## src/rtl/xcfg_pkg.sv

```systemverilog
package xcfg_pkg;

    localparam int BYTE_W     = 8;
    localparam int SEL_W      = 4;
    localparam int BIT_CNT_W  = 4;

    typedef enum logic [2:0] {
        ST_IDLE,
        ST_ADDR,
        ST_PTR,
        ST_DATA,
        ST_SKIP
    } eng_state_t;

    typedef struct packed {
        logic              stb;
        logic [BYTE_W-1:0] ptr;
        logic [BYTE_W-1:0] data;
    } wr_req_t;

    // Full write address byte: straps on top, fixed bits below, R/W = 0.
    function automatic logic [BYTE_W-1:0] target_byte(
        input logic [4:0] fixed_bits,
        input logic       hi,
        input logic       lo
    );
        return {hi, lo, fixed_bits, 1'b0};
    endfunction

    function automatic logic addr_hit(
        input logic [BYTE_W-1:0] rx,
        input logic [4:0]        fixed_bits,
        input logic              hi,
        input logic              lo
    );
        return rx == target_byte(fixed_bits, hi, lo);
    endfunction

endpackage

```

## src/rtl/xcfg_line_sync.sv

```systemverilog
module xcfg_line_sync #(
    parameter int STAGES = 2
) (
    input  logic clk,
    input  logic rst,
    input  logic scl_i,
    input  logic sda_i,
    output logic scl_s,
    output logic sda_s,
    output logic scl_rise,
    output logic scl_fall,
    output logic start_det,
    output logic stop_det
);
    localparam int LINES = 2;

    logic [LINES-1:0] raw;
    logic [LINES-1:0] synced;
    logic [LINES-1:0] prev;

    assign raw = {sda_i, scl_i};

    genvar g;
    generate
        for (g = 0; g < LINES; g++) begin : g_line
            logic [STAGES-1:0] chain;
            always_ff @(posedge clk) begin
                if (rst) begin
                    chain   <= '1;
                    prev[g] <= 1'b1;
                end else begin
                    chain   <= {chain[STAGES-2:0], raw[g]};
                    prev[g] <= chain[STAGES-1];
                end
            end
            assign synced[g] = chain[STAGES-1];
        end
    endgenerate

    assign scl_s     = synced[0];
    assign sda_s     = synced[1];
    assign scl_rise  = synced[0] & ~prev[0];
    assign scl_fall  = ~synced[0] & prev[0];
    assign start_det = synced[0] & prev[0] & prev[1] & ~synced[1];
    assign stop_det  = synced[0] & prev[0] & ~prev[1] & synced[1];

endmodule

```

## src/rtl/xcfg_wr_engine.sv

```systemverilog
module xcfg_wr_engine
    import xcfg_pkg::*;
#(
    parameter logic [4:0] ADDR_FIXED = 5'b00011
) (
    input  logic    clk,
    input  logic    rst,
    input  logic    sda_s,
    input  logic    scl_rise,
    input  logic    scl_fall,
    input  logic    start_det,
    input  logic    stop_det,
    input  logic    strap_hi,
    input  logic    strap_lo,
    output logic    sda_oe,
    output wr_req_t wr
);
    localparam logic [BIT_CNT_W-1:0] CNT_BYTE = BIT_CNT_W'(8);
    localparam logic [BIT_CNT_W-1:0] CNT_ACK  = BIT_CNT_W'(9);

    eng_state_t           state;
    logic [BIT_CNT_W-1:0] bit_cnt;
    logic [BYTE_W-1:0]    shreg;
    logic [BYTE_W-1:0]    ptr_q;
    logic                 receiving;

    assign receiving = (state == ST_ADDR) || (state == ST_PTR) || (state == ST_DATA);

    always_ff @(posedge clk) begin
        if (rst) begin
            state   <= ST_IDLE;
            bit_cnt <= '0;
            shreg   <= '0;
            ptr_q   <= '0;
            sda_oe  <= 1'b0;
            wr      <= '0;
        end else begin
            wr.stb <= 1'b0;
            if (start_det) begin
                state   <= ST_ADDR;
                bit_cnt <= '0;
                sda_oe  <= 1'b0;
            end else if (stop_det) begin
                state   <= ST_IDLE;
                bit_cnt <= '0;
                sda_oe  <= 1'b0;
            end else if (receiving) begin
                if (scl_rise && bit_cnt < CNT_BYTE) begin
                    shreg   <= {shreg[BYTE_W-2:0], sda_s};
                    bit_cnt <= bit_cnt + 1'b1;
                end else if (scl_fall && bit_cnt == CNT_BYTE) begin
                    if (state != ST_ADDR || addr_hit(shreg, ADDR_FIXED, strap_hi, strap_lo)) begin
                        sda_oe  <= 1'b1;
                        bit_cnt <= CNT_ACK;
                    end else begin
                        state   <= ST_SKIP;
                        bit_cnt <= '0;
                    end
                end else if (scl_fall && bit_cnt == CNT_ACK) begin
                    sda_oe  <= 1'b0;
                    bit_cnt <= '0;
                    unique case (state)
                        ST_ADDR: state <= ST_PTR;
                        ST_PTR: begin
                            ptr_q <= shreg;
                            state <= ST_DATA;
                        end
                        default: begin
                            wr.stb  <= 1'b1;
                            wr.ptr  <= ptr_q;
                            wr.data <= shreg;
                            ptr_q   <= ptr_q + 1'b1;
                        end
                    endcase
                end
            end
        end
    end

endmodule

```

## src/rtl/xcfg_cfg_regs.sv

```systemverilog
module xcfg_cfg_regs
    import xcfg_pkg::*;
#(
    parameter int NUM_OUT = 6,
    parameter int NUM_IN  = 8
) (
    input  logic                     clk,
    input  logic                     rst,
    input  wr_req_t                  wr,
    output logic [NUM_OUT*SEL_W-1:0] route_sel_o,
    output logic [NUM_IN-1:0]        clamp_o,
    output logic [NUM_OUT-1:0]       gain_o
);
    localparam int PER_REG    = BYTE_W / SEL_W;
    localparam int ROUTE_REGS = (NUM_OUT + PER_REG - 1) / PER_REG;
    localparam logic [BYTE_W-1:0] CLAMP_PTR = BYTE_W'(ROUTE_REGS);
    localparam logic [BYTE_W-1:0] GAIN_PTR  = BYTE_W'(ROUTE_REGS + 1);

    logic [BYTE_W-1:0] route_q [ROUTE_REGS];

    genvar r, k;
    generate
        for (r = 0; r < ROUTE_REGS; r++) begin : g_route
            always_ff @(posedge clk) begin
                if (rst)
                    route_q[r] <= '0;
                else if (wr.stb && wr.ptr == BYTE_W'(r))
                    route_q[r] <= wr.data;
            end
        end
        for (k = 0; k < NUM_OUT; k++) begin : g_sel
            assign route_sel_o[k*SEL_W +: SEL_W] = route_q[k/PER_REG][(k%PER_REG)*SEL_W +: SEL_W];
        end
    endgenerate

    always_ff @(posedge clk) begin
        if (rst) begin
            clamp_o <= '0;
            gain_o  <= '0;
        end else if (wr.stb) begin
            if (wr.ptr == CLAMP_PTR) clamp_o <= wr.data[NUM_IN-1:0];
            if (wr.ptr == GAIN_PTR)  gain_o  <= wr.data[NUM_OUT-1:0];
        end
    end

endmodule

```

## src/rtl/xbar_cfg_i2c_target.sv

```systemverilog
module xbar_cfg_i2c_target
    import xcfg_pkg::*;
#(
    parameter int         NUM_OUT     = 6,
    parameter int         NUM_IN      = 8,
    parameter int         SYNC_STAGES = 2,
    parameter logic [4:0] ADDR_FIXED  = 5'b00011
) (
    input  logic                     clk,
    input  logic                     rst,
    input  logic                     scl_i,
    input  logic                     sda_i,
    input  logic                     strap_hi,
    input  logic                     strap_lo,
    output logic                     sda_oe,
    output logic [NUM_OUT*SEL_W-1:0] route_sel_o,
    output logic [NUM_IN-1:0]        clamp_o,
    output logic [NUM_OUT-1:0]       gain_o
);
    logic    scl_s, sda_s, scl_rise, scl_fall, start_det, stop_det;
    wr_req_t wr;

    xcfg_line_sync #(.STAGES(SYNC_STAGES)) u_sync (
        .clk(clk), .rst(rst), .scl_i(scl_i), .sda_i(sda_i),
        .scl_s(scl_s), .sda_s(sda_s), .scl_rise(scl_rise), .scl_fall(scl_fall),
        .start_det(start_det), .stop_det(stop_det)
    );

    xcfg_wr_engine #(.ADDR_FIXED(ADDR_FIXED)) u_eng (
        .clk(clk), .rst(rst), .sda_s(sda_s), .scl_rise(scl_rise), .scl_fall(scl_fall),
        .start_det(start_det), .stop_det(stop_det),
        .strap_hi(strap_hi), .strap_lo(strap_lo),
        .sda_oe(sda_oe), .wr(wr)
    );

    xcfg_cfg_regs #(.NUM_OUT(NUM_OUT), .NUM_IN(NUM_IN)) u_regs (
        .clk(clk), .rst(rst), .wr(wr),
        .route_sel_o(route_sel_o), .clamp_o(clamp_o), .gain_o(gain_o)
    );

endmodule

```

## config.mk

```make
export PLATFORM = sky130hd
export DESIGN_NAME = xbar_cfg_i2c_target
export DESIGN_NICKNAME = d
export VERILOG_FILES = /design/src/rtl/xcfg_pkg.sv /design/src/rtl/xcfg_line_sync.sv /design/src/rtl/xcfg_wr_engine.sv /design/src/rtl/xcfg_cfg_regs.sv /design/src/rtl/xbar_cfg_i2c_target.sv
export SDC_FILE = /design/constraint.sdc
export NUM_CORES = 1
export LEC_CHECK = 0
export ABC_CLOCK_PERIOD_IN_PS = 2000
export BUFFER_PORTS_ARGS = -buffer_cell sky130_fd_sc_hd__buf_2
export CAP_MARGIN = 20
export CORE_UTILIZATION = 35
export DETAILED_ROUTE_END_ITERATION = 8
export REMOVE_ABC_BUFFERS = 1
export SLEW_MARGIN = 25
export SYNTH_ARGS = -nofsm -noshare
export SYNTH_HDL_FRONTEND = slang
export SYNTH_SLANG_ARGS = --single-unit
```

## constraint.sdc

```tcl
create_clock -name clk -period 2 [get_ports clk]
set_input_delay 0.4 -clock clk [delete_from_list [all_inputs] [get_ports clk]]
set_output_delay 0.4 -clock clk [all_outputs]
set_load 0.01 [all_outputs]
```

==> reports/results.ini <==
[logic_synthesis]
synth_cells=372
ys_ff_latch=85
synth.distinct_cells=46
synth_area_leaders=dfxtp_1 (34%), edfxtp_1 (20%), nand2_1 (6.3%)
ys_seq_area_share_pct=54.2
syn_area_per_cell_um2=9.62
yosysWarnings=0
synth_commonest_cells=dfxtp_1 (61), nand2_1 (60), a21oi_1 (36), nor2_1 (35), and2_1 (25)
synth_top_area_share_pct=34.1
async_reset_ff_share_pct=0
synth_edf_count=24
ys.flop_type=dfxtp_1
synth_area_mm2=0.00358
yosysTopAreaCell=dfxtp_1
yosysMostFrequentCell=dfxtp_1

[critical_path]
crit_path_max_fanout=8
crit_family=simple AND/OR/NAND/NOR gates
cp-end-kind=register
critPathKind=reg2reg
cp.arrival_ns=2.07
start_kind=register
worst-path-buf-inv=0
slowest_stage=or4_4
crit_chain=or4_4 -> nor2_1 -> nand2_1 -> nor3_2 -> and2_1
required_ns=2.23
cpPeakStageDelay_ns=0.55

[sta]
min_period_ns=1.84
fmax_mhz=545
whs_ns=0.218
period_share_pct=91.8
worst_pin_slew_ns=0.421
fin_skew_ns=0.00555
timing.final.max_slew_violations=0
rsz0062_at_grt=no
setup_viol=0
hold_viol_final=0
max_slew_margin_pct=71.8

[clocking]
tritoncts=built
cts.clk_slew.worst_paths_ns=0.09
cts_hold_buf=0
numCtsBuffers=9
root_buffer=clkbuf_8
cts.sinks=85
clkLatencyLatePin_ns=0.36
htree_levels=3
cts.path.max_buffers=2

[floorplan]
start_util_pct=36.3
fp-row-count=36
ios=45
die_h_um=103
fp.dieArea_mm2=0.0106
die_x_um=103
coreArea_mm2=0.00986

[layout]
area_growth_pct=17.7
drive_gt1_share_pct=22.8
multi_input_area_mm2=0.00154
n_fill_cell=973
regArea_mm2=0.00194
fin_nets=435
diodes=0

[routing]
drtAntennaViolNets=0
drc=0
wirelength_um=7500
drtIter0Drc=128
via_per_inst=4.76
route.vias.total=2680
route.detailed.wl_per_inst_um=13.3
first_pass_iters=5

[grt]
grt_pass1_vias=2530
grt_first_pass_wirelength_um=12200
antenna_found_initial=0
grt-ovfl-total=0
track_usage_pct=15.1
grt_max_degree=20

[status]
outcome=finished, final reports clean

[power_and_ir_drop]
finalPower_w=0.00304
pwr_density_cell_mw_per_mm2=721
irDropWorstVdd_mv=0.401
p_leak_nw=1.62

[hold_path]
hold_path.class=in2reg

[run]
max_cap_viol_count=0

[placed_design]
gp_congestion=0.803
io_buffers=44
hpwl_um=5490

## metal layers
| metal | vias up | GRT usage, % | routed length (um) |
|---|---|---|---|
| met4 | 0 | 5.63 | 140 |
| li1 | 1381 | - | - |
| met5 | - | 0 | 0 |
| met3 | 11 | 4.68 | 320 |
| met2 | 52 | 25.9 | 3560 |
| met1 | 1236 | 17.8 | 3470 |
## power breakdown
group / internal [W] / leakage (nW) / switching [W]
clock network: 0.000482 / 0.0936 / 0.000674
registers: 0.00179 / 0.740 / 0.00000823
logic: 0.0000320 / 0.789 / 0.0000565
total: 0.00230 / 1.62 / 0.000739
## cells in the final DEF (no fill, tap or decap), types with 2 or more instances in the layout
master     n
edfxtp_1  24
nor3_2     2
buf_2     44
mux2i_1   15
a31oi_1    2
nand3_1    7
a21oi_1   36
nand2_1   60
xor2_1     2
nand4_1    2
o31ai_1    4
nor2_1    35
o21a_1     2
nor2b_1    4
o21ai_0   20
a31o_2     2
nor3_4     2
and2_1    25
clkbuf_8   9
dfxtp_1   61
nand2b_1   3
buf_4     16
inv_6      5
ha_1       4
and3_1     2
xnor2_1    3
inv_1      5
or2_2      7
a211oi_1   4
## area by class of cell
type                            instances  area share [%]
Clock inverter                          7            1.49
Multi-Input combinational cell        263            36.5
Sequential cell                        85            46.1
Timing Repair Buffer                   61            8.55
Clock buffer                            9            2.94
Inverter                                5           0.446
Tap cell                              133            3.95
## worst reg2reg max path, cell delays in order (launching register included)
cell and delay, ns:
dfxtp_1 0.32, or4_4 0.55, nor2_1 0.14, nand2_1 0.16, nor3_2 0.35, and2_1 0.20
## metrics by stage
| stage | std cells | instance area [um2] | utilization (%) | worst slack (ns) | setup TNS [ns] |
|---|---|---|---|---|---|
| floorplan | 353 | 3480 | - | -0.150 | -1.08 |
| global placement | 546 | 3990 | 40.5 | 0.214 | 0 |
| detailed placement | 546 | 3990 | 40.5 | 0.135 | 0 |
| CTS | 562 | 4180 | 42.4 | 0.109 | 0 |
| global route | 563 | 4210 | 42.7 | 0.00369 | 0 |
| finish | 563 | 4210 | 42.7 | 0.165 | 0 |
## logic make-up after synthesis
kind of cell | after synthesis | synth area share [%]
buf+inv | 24 | 3.18
simple gates | 162 | 23.4
mux | 16 | 4.51
fa+ha+maj | 4 | 1.40
xor+xnor | 5 | 1.22
compound gates | 76 | 12.0
flops | 85 | 54.2
## flip-flops by register name (all words and copies together) (netlist names), 4 cells and up
register             flops
u_eng.bit_cnt            4
u_eng.shreg              8
u_regs.route_q          24
u_eng.wr                17
u_regs.gain_o            6
u_regs.clamp_o           8
u_eng.ptr_q              8
u_sync.g_line.chain      4
## final timing paths
kind                                   from                         to  slack, ns  depth (start not counted)
setup / recovery               u_eng.wr[15]       u_regs.route_q[0][4]       0.16                          5
hold / removal                        scl_i  u_sync.g_line[0].chain[0]       0.22                          2
setup reg to reg               u_eng.wr[15]       u_regs.route_q[0][4]       0.16                          5
hold reg to reg   u_sync.g_line[1].chain[0]  u_sync.g_line[1].chain[1]       0.42                          1
## repair_timing
action / in CTS / in global routing
gates resized for setup: 0 / 3
setup buffers: 0 / 1
setup endpoints to repair: 0 / 18
No activity file was read; power rests on OpenSTA's default activity.
